$ cat config.mk
export PLATFORM = sky130hd
export DESIGN_NAME = pinmux_top
export DESIGN_NICKNAME = d
export VERILOG_FILES = /design/src/rtl/pinmux_pkg.sv /design/src/rtl/pinmux_cfg_regs.sv /design/src/rtl/pinmux_grp_arb.sv /design/src/rtl/pinmux_data_route.sv /design/src/rtl/pinmux_flag_route.sv /design/src/rtl/pinmux_top.sv
export SDC_FILE = /design/constraint.sdc
export NUM_CORES = 1
export LEC_CHECK = 0
export ABC_AREA = 1
export BUFFER_PORTS_ARGS = -buffer_cell sky130_fd_sc_hd__buf_2
export CAP_MARGIN = 15
export CORE_UTILIZATION = 51
export DETAILED_ROUTE_END_ITERATION = 10
export PLACE_DENSITY = 0.91
export SLEW_MARGIN = 10
export SYNTH_ARGS = -nofsm -noshare
export SYNTH_HDL_FRONTEND = slang
export SYNTH_HIERARCHICAL = 1
export SYNTH_SLANG_ARGS = --single-unit
$ cat constraint.sdc
create_clock -name clk -period 2.17 [get_ports clk]
set_input_delay 0.3255 -clock clk [delete_from_list [all_inputs] [get_ports clk]]
set_output_delay 0.3255 -clock clk [all_outputs]
set_load 0.02 [all_outputs]
$ cat src/rtl/pinmux_pkg.sv
package pinmux_pkg;

  typedef enum logic [2:0] {
    FN_MEM = 3'd0,
    FN_GPF = 3'd1,
    FN_MTM = 3'd2,
    FN_PWM = 3'd3,
    FN_ACQ = 3'd4
  } pin_fn_e;

  localparam int REG_W       = 32;
  // system routing register fields
  localparam int SC_ACQ_BIT  = 0;
  localparam int SC_IRQ_LO   = 1;
  localparam int SC_TMR_BIT  = 4;
  localparam int SC_PWM_LO   = 8;
  localparam int SC_MTM_LO   = 16;
  localparam int SC_GPF_LO   = 24;
  // acquisition control register fields
  localparam int AC_SEL_BIT  = 26;
  localparam int AC_EN_BIT   = 31;

endpackage

$ cat src/rtl/pinmux_cfg_regs.sv
module pinmux_cfg_regs
  import pinmux_pkg::*;
(
  input  logic             clk,
  input  logic             rst,
  input  logic             cfg_wr,
  input  logic             cfg_sel,
  input  logic [REG_W-1:0] cfg_wdata,
  output logic [REG_W-1:0] sys_q,
  output logic [REG_W-1:0] acq_q,
  output logic [REG_W-1:0] cfg_rdata
);

  always_ff @(posedge clk) begin
    if (rst) begin
      sys_q     <= '0;
      acq_q     <= '0;
      cfg_rdata <= '0;
    end else begin
      if (cfg_wr && !cfg_sel) sys_q <= cfg_wdata;
      if (cfg_wr &&  cfg_sel) acq_q <= cfg_wdata;
      cfg_rdata <= cfg_sel ? acq_q : sys_q;
    end
  end


  reset_default_chk: assert property (@(posedge clk) disable iff (rst)
    $past(rst) |-> (sys_q == '0 && acq_q == '0));


  sysctl_write_chk: assert property (@(posedge clk) disable iff (rst)
    (cfg_wr && !cfg_sel) |=> (sys_q == $past(cfg_wdata)));


  acqctl_write_chk: assert property (@(posedge clk) disable iff (rst)
    (cfg_wr && cfg_sel) |=> (acq_q == $past(cfg_wdata)));

endmodule

$ cat src/rtl/pinmux_grp_arb.sv
module pinmux_grp_arb
  import pinmux_pkg::*;
#(
  parameter int NGRP       = 8,
  parameter int UPPER_LO   = 4,
  parameter int ACQ_LO_GRP = 2
) (
  input  logic [REG_W-1:0]        sys_q,
  input  logic [REG_W-1:0]        acq_q,
  output logic                    acq_take,
  output pin_fn_e [NGRP-1:0]      grp_fn
);

  logic acq_src_eff;

  // pin-source select only counts while the port is enabled
  assign acq_src_eff = acq_q[AC_SEL_BIT] & acq_q[AC_EN_BIT];
  assign acq_take    = sys_q[SC_ACQ_BIT] & acq_src_eff;

  for (genvar g = 0; g < NGRP; g++) begin : g_grp
    localparam bit UPPER  = (g >= UPPER_LO);
    localparam bit ACQ_OK = (g >= ACQ_LO_GRP);
    pin_fn_e fn_g;

    always_comb begin
      if (ACQ_OK && acq_take)                      fn_g = FN_ACQ;
      else if (UPPER && sys_q[SC_PWM_LO + g])      fn_g = FN_PWM;
      else if (UPPER && sys_q[SC_MTM_LO + g])      fn_g = FN_MTM;
      else if (sys_q[SC_GPF_LO + g])               fn_g = FN_GPF;
      else                                         fn_g = FN_MEM;
    end

    assign grp_fn[g] = fn_g;
  end

endmodule

$ cat src/rtl/pinmux_data_route.sv
module pinmux_data_route
  import pinmux_pkg::*;
#(
  parameter int DW         = 32,
  parameter int GW         = 4,
  parameter int ACQ_DW     = 20,
  parameter int ACQ_CW     = 4,
  parameter int UPPER_LO   = 4,
  parameter int ACQ_LO_GRP = 2,
  localparam int NGRP      = DW / GW
) (
  input  logic               clk,
  input  logic               rst,
  input  pin_fn_e [NGRP-1:0] grp_fn,
  input  logic               acq_take,
  input  logic [DW-1:0]      pad_di,
  input  logic [DW-1:0]      mem_do,
  input  logic               mem_oe,
  input  logic [GW-1:0]      pwm_out,
  input  logic [GW-1:0]      mtm_do,
  input  logic               mtm_oe,
  input  logic [GW-1:0]      gpf_do,
  input  logic [GW-1:0]      gpf_oe,
  input  logic [ACQ_DW-1:0]  sai_di,
  output logic [DW-1:0]      pad_do,
  output logic [DW-1:0]      pad_oe,
  output logic [DW-1:0]      mem_di,
  output logic [GW-1:0]      mtm_di,
  output logic [GW-1:0]      gpf_di,
  output logic [ACQ_DW-1:0]  acq_data,
  output logic [ACQ_CW-1:0]  acq_ctl
);

  logic [DW-1:0]     do_n, oe_n, mdi_n;
  logic [GW-1:0]     mtm_n, gpf_n;
  logic [ACQ_DW-1:0] acqd_n;
  logic [ACQ_CW-1:0] acqc_n;

  always_comb begin
    do_n  = '0;
    oe_n  = '0;
    mdi_n = '0;
    for (int g = 0; g < NGRP; g++) begin
      for (int k = 0; k < GW; k++) begin
        case (grp_fn[g])
          FN_PWM: begin
            do_n[g*GW + k] = pwm_out[k];
            oe_n[g*GW + k] = 1'b1;
          end
          FN_MTM: begin
            do_n[g*GW + k] = mtm_do[k];
            oe_n[g*GW + k] = mtm_oe;
          end
          FN_GPF: begin
            do_n[g*GW + k] = gpf_do[k];
            oe_n[g*GW + k] = gpf_oe[k];
          end
          FN_MEM: begin
            do_n[g*GW + k]  = mem_do[g*GW + k];
            oe_n[g*GW + k]  = mem_oe;
            mdi_n[g*GW + k] = pad_di[g*GW + k];
          end
          default: begin
            do_n[g*GW + k] = 1'b0;
            oe_n[g*GW + k] = 1'b0;
          end
        endcase
      end
    end
  end

  // grouped inputs: lowest-numbered owning group wins
  always_comb begin
    mtm_n = '0;
    gpf_n = '0;
    for (int g = NGRP - 1; g >= 0; g--) begin
      if (grp_fn[g] == FN_MTM) mtm_n = pad_di[g*GW +: GW];
      if (grp_fn[g] == FN_GPF) gpf_n = pad_di[g*GW +: GW];
    end
  end

  always_comb begin
    if (acq_take) begin
      acqd_n = pad_di[DW-1 -: ACQ_DW];
      acqc_n = pad_di[DW-ACQ_DW-1 -: ACQ_CW];
    end else begin
      acqd_n = sai_di;
      acqc_n = '0;
    end
  end

  always_ff @(posedge clk) begin
    if (rst) begin
      pad_do   <= '0;
      pad_oe   <= '0;
      mem_di   <= '0;
      mtm_di   <= '0;
      gpf_di   <= '0;
      acq_data <= '0;
      acq_ctl  <= '0;
    end else begin
      pad_do   <= do_n;
      pad_oe   <= oe_n;
      mem_di   <= mdi_n;
      mtm_di   <= mtm_n;
      gpf_di   <= gpf_n;
      acq_data <= acqd_n;
      acq_ctl  <= acqc_n;
    end
  end

  for (genvar g = 0; g < NGRP; g++) begin : g_chk
    if (g < UPPER_LO) begin : g_low

      no_low_pwm_chk: assert property (@(posedge clk) disable iff (rst)
        grp_fn[g] != FN_PWM);

      no_low_mtm_chk: assert property (@(posedge clk) disable iff (rst)
        grp_fn[g] != FN_MTM);
    end
    if (g >= ACQ_LO_GRP) begin : g_acq

      acq_oe_low_chk: assert property (@(posedge clk) disable iff (rst)
        (grp_fn[g] == FN_ACQ) |=> (pad_oe[g*GW +: GW] == '0));
    end

    mem_oe_follow_chk: assert property (@(posedge clk) disable iff (rst)
      (grp_fn[g] == FN_MEM) |=> (pad_oe[g*GW +: GW] == {GW{$past(mem_oe)}}));
  end

endmodule

$ cat src/rtl/pinmux_flag_route.sv
module pinmux_flag_route #(
  parameter int NFLAG = 4,
  parameter int NIRQ  = 3
) (
  input  logic             clk,
  input  logic             rst,
  input  logic [NIRQ-1:0]  irq_mode,
  input  logic             tmr_mode,
  input  logic [NFLAG-1:0] fpin_di,
  input  logic [NFLAG-1:0] cflag_do,
  input  logic [NFLAG-1:0] cflag_oe,
  input  logic             tmr_exp,
  output logic [NFLAG-1:0] fpin_do,
  output logic [NFLAG-1:0] fpin_oe,
  output logic [NFLAG-1:0] cflag_di,
  output logic [NIRQ-1:0]  irq_req
);

  for (genvar i = 0; i < NFLAG; i++) begin : g_pin
    logic do_q, oe_q, cf_q;

    if (i < NIRQ) begin : g_irq
      logic iq_q;
      always_ff @(posedge clk) begin
        if (rst) begin
          do_q <= 1'b0; oe_q <= 1'b0; cf_q <= 1'b0; iq_q <= 1'b0;
        end else if (irq_mode[i]) begin
          do_q <= 1'b0; oe_q <= 1'b0; cf_q <= 1'b0; iq_q <= fpin_di[i];
        end else begin
          do_q <= cflag_do[i]; oe_q <= cflag_oe[i]; cf_q <= fpin_di[i]; iq_q <= 1'b0;
        end
      end
      assign irq_req[i] = iq_q;


      irq_pin_chk: assert property (@(posedge clk) disable iff (rst)
        irq_mode[i] |=> (!fpin_oe[i] && irq_req[i] == $past(fpin_di[i])));
    end else if (i == NFLAG - 1) begin : g_tmr
      always_ff @(posedge clk) begin
        if (rst) begin
          do_q <= 1'b0; oe_q <= 1'b0; cf_q <= 1'b0;
        end else if (tmr_mode) begin
          do_q <= tmr_exp; oe_q <= 1'b1; cf_q <= 1'b0;
        end else begin
          do_q <= cflag_do[i]; oe_q <= cflag_oe[i]; cf_q <= fpin_di[i];
        end
      end


      tmr_drive_chk: assert property (@(posedge clk) disable iff (rst)
        tmr_mode |=> (fpin_oe[i] && fpin_do[i] == $past(tmr_exp)));
    end else begin : g_plain
      always_ff @(posedge clk) begin
        if (rst) begin
          do_q <= 1'b0; oe_q <= 1'b0; cf_q <= 1'b0;
        end else begin
          do_q <= cflag_do[i]; oe_q <= cflag_oe[i]; cf_q <= fpin_di[i];
        end
      end
    end

    assign fpin_do[i]  = do_q;
    assign fpin_oe[i]  = oe_q;
    assign cflag_di[i] = cf_q;
  end

endmodule

$ cat src/rtl/pinmux_top.sv
module pinmux_top
  import pinmux_pkg::*;
#(
  parameter int DW     = 32,
  parameter int GW     = 4,
  parameter int ACQ_DW = 20,
  parameter int ACQ_CW = 4,
  parameter int NFLAG  = 4,
  parameter int NIRQ   = 3
) (
  input  logic              clk,
  input  logic              rst,
  input  logic              cfg_wr,
  input  logic              cfg_sel,
  input  logic [31:0]       cfg_wdata,
  output logic [31:0]       cfg_rdata,
  input  logic [DW-1:0]     pad_di,
  output logic [DW-1:0]     pad_do,
  output logic [DW-1:0]     pad_oe,
  input  logic [DW-1:0]     mem_do,
  input  logic              mem_oe,
  output logic [DW-1:0]     mem_di,
  input  logic [GW-1:0]     pwm_out,
  input  logic [GW-1:0]     mtm_do,
  input  logic              mtm_oe,
  output logic [GW-1:0]     mtm_di,
  input  logic [GW-1:0]     gpf_do,
  input  logic [GW-1:0]     gpf_oe,
  output logic [GW-1:0]     gpf_di,
  input  logic [ACQ_DW-1:0] sai_di,
  output logic [ACQ_DW-1:0] acq_data,
  output logic [ACQ_CW-1:0] acq_ctl,
  input  logic [NFLAG-1:0]  fpin_di,
  output logic [NFLAG-1:0]  fpin_do,
  output logic [NFLAG-1:0]  fpin_oe,
  input  logic [NFLAG-1:0]  cflag_do,
  input  logic [NFLAG-1:0]  cflag_oe,
  output logic [NFLAG-1:0]  cflag_di,
  output logic [NIRQ-1:0]   irq_req,
  input  logic              tmr_exp
);

  localparam int NGRP       = DW / GW;
  localparam int UPPER_LO   = NGRP / 2;
  localparam int ACQ_LO_GRP = (DW - ACQ_DW - ACQ_CW) / GW;

  logic [REG_W-1:0]   sys_q, acq_q;
  logic               acq_take;
  pin_fn_e [NGRP-1:0] grp_fn;

  pinmux_cfg_regs u_regs (
    .clk       (clk),
    .rst       (rst),
    .cfg_wr    (cfg_wr),
    .cfg_sel   (cfg_sel),
    .cfg_wdata (cfg_wdata),
    .sys_q     (sys_q),
    .acq_q     (acq_q),
    .cfg_rdata (cfg_rdata)
  );

  pinmux_grp_arb #(
    .NGRP       (NGRP),
    .UPPER_LO   (UPPER_LO),
    .ACQ_LO_GRP (ACQ_LO_GRP)
  ) u_arb (
    .sys_q    (sys_q),
    .acq_q    (acq_q),
    .acq_take (acq_take),
    .grp_fn   (grp_fn)
  );

  pinmux_data_route #(
    .DW         (DW),
    .GW         (GW),
    .ACQ_DW     (ACQ_DW),
    .ACQ_CW     (ACQ_CW),
    .UPPER_LO   (UPPER_LO),
    .ACQ_LO_GRP (ACQ_LO_GRP)
  ) u_route (
    .clk      (clk),
    .rst      (rst),
    .grp_fn   (grp_fn),
    .acq_take (acq_take),
    .pad_di   (pad_di),
    .mem_do   (mem_do),
    .mem_oe   (mem_oe),
    .pwm_out  (pwm_out),
    .mtm_do   (mtm_do),
    .mtm_oe   (mtm_oe),
    .gpf_do   (gpf_do),
    .gpf_oe   (gpf_oe),
    .sai_di   (sai_di),
    .pad_do   (pad_do),
    .pad_oe   (pad_oe),
    .mem_di   (mem_di),
    .mtm_di   (mtm_di),
    .gpf_di   (gpf_di),
    .acq_data (acq_data),
    .acq_ctl  (acq_ctl)
  );

  pinmux_flag_route #(
    .NFLAG (NFLAG),
    .NIRQ  (NIRQ)
  ) u_flag (
    .clk      (clk),
    .rst      (rst),
    .irq_mode (sys_q[SC_IRQ_LO +: NIRQ]),
    .tmr_mode (sys_q[SC_TMR_BIT]),
    .fpin_di  (fpin_di),
    .cflag_do (cflag_do),
    .cflag_oe (cflag_oe),
    .tmr_exp  (tmr_exp),
    .fpin_do  (fpin_do),
    .fpin_oe  (fpin_oe),
    .cflag_di (cflag_di),
    .irq_req  (irq_req)
  );

endmodule

* Word level (Yosys, flattened, before mapping)
Cells that the tools add are included.
** Storage, ports and cells
- Register bits :: 239
- Bits of input ports :: 151
- Output and inout port bits :: 175
- Word-level logic and storage cells :: 203
** Cells by class
- Equality and inequality tests :: 24
- Multiplexer cells :: 106
- Bitwise logic cells :: 14
- Reduce and logical (&&, ||, !) cells :: 27
** Operator list (number)
- 1-bit one-hot mux with 4 select lines :: 64
- 4-bit two-way mux :: 16
- 3-bit two-way mux :: 14
- 3-bit by 2-bit equality test with 1-bit output (second input constant) :: 12
- 32-bit two-way mux :: 1
- 2-bit OR reduction :: 16
- 3-bit zero test :: 8
- 20-bit two-way mux :: 1
- 3-bit by 1-bit equality test with 1-bit output (second input constant) :: 6
- 1-bit NOT :: 12
- 1-bit two-way mux :: 10
- 1-bit by 2-bit equality test with 1-bit output (second input constant) :: 4
- 1-bit AND :: 2
- 1-bit equality test (second input constant) :: 2
- 1-bit logical AND :: 2
- 1-bit zero test :: 1

* Longest topological paths before layout
- Word-level depth :: 13
- Mapped depth :: 16
- Mapped depth without buffers :: 16

* Modules after synthesis
The synthesis kept the hierarchy.
** By module, submodules not included
- pinmux_data_route :: times used 1, cells an instance 744, area each 5445.2 sq um, sequential area each 2562.5 sq um
- pinmux_cfg_regs :: times used 1, cells an instance 489, area each 3604.7 sq um, sequential area each 1921.8 sq um
- pinmux_flag_route :: times used 1, cells an instance 66, area each 555.5 sq um, sequential area each 300.3 sq um
- pinmux_grp_arb :: times used 1, cells an instance 54, area each 285.3 sq um, sequential area each 0.0 sq um

* Worst setup path before layout
OpenSTA, ideal clock, no wires.
- Kind :: register -> register
- Start :: register u_regs.acq_q[26]
- End :: register u_route.pad_oe[16]
- Arrival :: 1.698 ns
- Path slack :: 0.359 ns
- Stages on the path, launching flop included :: 12
- Period minus slack after synthesis :: 1.811 ns
- Path through :: dfxtp_1 -> nand3_2 -> buf_6 -> inv_1 -> buf_4 -> inv_1 -> nand2_1 -> nor2_2 -> buf_4 -> a221o_1 -> o21ai_1 -> inv_1
** RTL lines
- from (decl) :: line pinmux_cfg_regs.sv:10 : output logic [REG_W-1:0] acq_q,
- from (signal assigned) :: line pinmux_cfg_regs.sv:21 : if (cfg_wr && cfg_sel) acq_q <= cfg_wdata;
- to (signal assigned) :: line pinmux_data_route.sv:103 : pad_oe <= oe_n;
- to (decl) :: line pinmux_data_route.sv:26 : output logic [DW-1:0] pad_oe,

==> metrics <==
Port-buffer cells=325; CP required=roughly 2.6 ns; TritonCTS clock tree=done; clock buffer depth=3; worst r2r src=u_regs/acq_q[26]$_SDFFE_PP0P_; Syn. warnings=6; Die Height=141 µm; die span in x=141 µm; Final Hold Fails=0; maximum clock frequency=roughly 480 MHz; Antenna Violating Nets Remaining=0; H-Tree Level Count=1; final-layout fill cell count=between 1.5k and 2k; proportion of layout cells with a drive suffix above 1=approximately a quarter; wire per inst=~17 µm; CORE AREA=~0.019 mm²; Synth area leader=dfxtp_1; Synth Register Bits=239; Setup Viol. Count Final=0; Crit-path slowest cell=dfxtp_1; sequential share of the synthesized area=48.4%; largest net degree at the start of global routing=44; Final nets=about 1.8k; top cells by area, synth=dfxtp_1 48%, nor2_1 9.7%, nand2_1 7.8%, inv_1 6.3%, o21ai_0 4.6%; Peak VDD IR=613 µV; WP data arrival=approximately 2.5 ns; Vias/cell=between 5 and 6; vias=just over 10k; Die ar.=around 0.02 mm²; DRC Markers=0; Synth-to-Final Area Change=24.9%; final setup TNS=0 ns; power per cell area=between 900 and 1000 mW/mm²; Crit path max-delay family=simple AND/OR/NAND/NOR gates; Worst Hold Class=input pin to register; R2R Setup Slk=0.11 ns; M1 WL=approximately 12 mm; Final Skew=about 0.013 ns; Worst Hold End=u_flag/g_pin[2].oe_q$_SDFF_PP0_; CP endpoint kind=register; DR WL met2=around 15 mm; Post-CTS Hold Buffers=0; CP cell instances=nand3_2 -> buf_4 -> nand2_1 -> inv_1 -> nand2_2 -> nand3_1 -> nand2_1 -> nand3_1 -> nand2_1 -> nand2_1 -> nand2_1 -> nand2_1 -> a21oi_1; Area after DPL=between 0.01 and 0.015 mm²; CP Launch Type=register; top-count cell post-synth=nor2_1; Synth cell types=33; number of enable flip-flop cells after synthesis=0; R2R cell count=13; crit-path max cell delay=0.37 ns; top_reg_cell synth=dfxtp_1; vias in the first global route=around 9.3k; latest clock arrival within the worst-skew pair=0.51 ns; crit share post-route=95.1%; hold_sp=cflag_oe[2]; total congestion overflow=0; Relative slew margins=a little under two fifths; Max-cap violations=0; Post-synth ARST share=0%; met3 WL post-DR=3.14 mm; Cells after Synth=~1.4k; highest metal used=met4; TritonCTS Buffers=25; Cell Area, Synth=between 0.009 and 0.01 mm²; first-pass GRT wire length=around 48 mm; Starting Density=a little over half; Total GRT Usage=between 30% and 40%; LEAKAGE=6.48 nW; final WL=~32 mm; Placer Congestion=just under 1; status=completed; fin crit period=between 2 and 2.5 ns; syn_area_per_cell=7.31 µm²; CP Buf/Inv Count=2; setup repair after global routing missed its margin=no; Post-Route Utilization=between 60% and 70%; Finished Cell Area=0.0124 mm²; Clock Pin Slew Worst Setup and Hold Paths=0.06 ns; Least-Margin Pin Slew=roughly 0.94 ns; max-slew violation count=0; DR iter-0 viols=approximately 930; CTS Root Cell=clkbuf_16; Cell Rows=50; Worst R2R End=u_route/gpf_di[1]$_SDFF_PP0_; Clock Sink Count=239; Setup CP Type=register to register; cell mode on critical path=nand2_1; DP HPWL=approximately 23 mm; Power, Total=~0.011 W; CP max FO=12; Yosys top cell area share=between 40% and 50%; IO Pins=roughly 330; detailed-router iteration count before antenna repair=6; Commonest cells post-synth=255 x nor2_1, 239 x dfxtp_1, 205 x nand2_1; antenna violations before repair=7; WHS Path Cells=3
layout by cell type (no fill, tap or decap):
cell type and count:
o21ai_2 3, nand3_1 81, nand2_2 5, nor2_8 1, clkinv_1 1, clkbuf_8 3
clkbuf_1 4, clkinvlp_4 3, nand2_1 204, diode_2 7, a31oi_1 1, a221o_2 1
a221o_1 7, inv_2 22, nand3_2 1, conb_1 6, o21ai_0 90, a22oi_1 1
nor3b_1 1, inv_1 164, nor2_4 6, a221oi_1 31, clkbuf_16 25, clkinv_2 4
buf_2 325, nor3_1 3, o21ai_1 45, a21oi_1 76, nor2_2 3, a21oi_2 4
nor2_1 255, buf_4 18, clkinv_4 1, o2bb2ai_1 1, inv_4 1, buf_12 3
bufinv_16 5, dfxtp_1 239
state kept, by name, summed over array words and instances (netlist names), 4 cells and up:
signal,cells
u_route/acq_ctl,4
u_route/acq_data,20
u_route/pad_oe,32
u_route/gpf_di,4
u_route/mtm_di,4
u_route/mem_di,32
u_regs/cfg_rdata,32
u_flag/g_pin.do_q,4
u_route/pad_do,32
u_flag/g_pin.cf_q,4
u_regs/sys_q,32
u_flag/g_pin.oe_q,4
u_regs/acq_q,32
timing repair:
action,CTS,global route
endpoints found under the setup margin,0,8
gates resized for setup,0,4
setup buffers,0,0
worst register-to-register path, stage by stage, from the launching register on:
cell,delay [ns]
dfxtp_1,0.37
nand3_2,0.17
buf_4,0.21
nand2_1,0.08
inv_1,0.16
nand2_2,0.29
nand3_1,0.11
nand2_1,0.09
nand3_1,0.08
nand2_1,0.08
nand2_1,0.06
nand2_1,0.06
nand2_1,0.06
a21oi_1,0.19
worst max-delay path by stage:
stage	from	to	depth (start not counted)
4_1_cts	u_regs/acq_q[26]$_SDFFE_PP0P_	u_route/gpf_di[1]$_SDFF_PP0_	11
2_1_floorplan	u_regs/acq_q[26]$_SDFFE_PP0P_	u_route/pad_oe[16]$_SDFF_PP0_	11
3_3_place_gp	u_regs/acq_q[26]$_SDFFE_PP0P_	u_route/gpf_di[0]$_SDFF_PP0_	11
6_report	u_regs/acq_q[26]$_SDFFE_PP0P_	u_route/gpf_di[1]$_SDFF_PP0_	13
3_5_place_dp	u_regs/sys_q[0]$_SDFFE_PP0P_	u_route/gpf_di[1]$_SDFF_PP0_	11
5_1_grt	u_regs/acq_q[26]$_SDFFE_PP0P_	u_route/gpf_di[1]$_SDFF_PP0_	10
cell type report:
class / count / area, µm² / share of cell area, %
flip-flops and latches: 239 / 4780 / 38.7
multi-input cells: 826 / 3810 / 30.9
repair buffers: 346 / 1820 / 14.7
well taps: 260 / 325 / 2.63
inverters: 189 / 716 / 5.79
clock inverters: 12 / 194 / 1.57
clock buffers: 32 / 682 / 5.52
diodes: 7 / 17.5 / 0.142
cells by family (layout without fill, tap and decap cells):
group           Yosys count  after routing  share of synthesized area [%]
flops                   239            239                           48.4
simple gates            560            560                           23.1
compound gates          260            260                           15.1
buf+inv                 293            579                           13.4
other cells               1             13                         0.0379
metrics by stage:
stage / std cells / setup slack [ns] / hold WS (ns)
after detailed placement: 1860 / 0.111 / 0.452
after CTS: 1904 / 0.0511 / 0.00686
final: 1911 / 0.107 / 0.0233
after floorplan: 1358 / 0.359 / 0.398
after global placement: 1860 / 0.240 / 0.448
after global routing: 1910 / 0.00910 / 0.0309
report_power, final:
part	internal, W	leakage [nW]	total (W)	switching, W
Combinational	0.000618	4.08	0.00190	0.00128
Clock	0.00281	0.425	0.00452	0.00171
Sequential	0.00469	1.97	0.00482	0.000131
routing by layer:
layer  global-route usage, %  vias to the layer above
met5                       0                        -
met4                    16.3                        0
met3                    6.24                       98
met2                    51.7                      623
met1                    36.8                     4598
li1                        -                     4793
No activity file was read; power rests on OpenSTA's default activity.
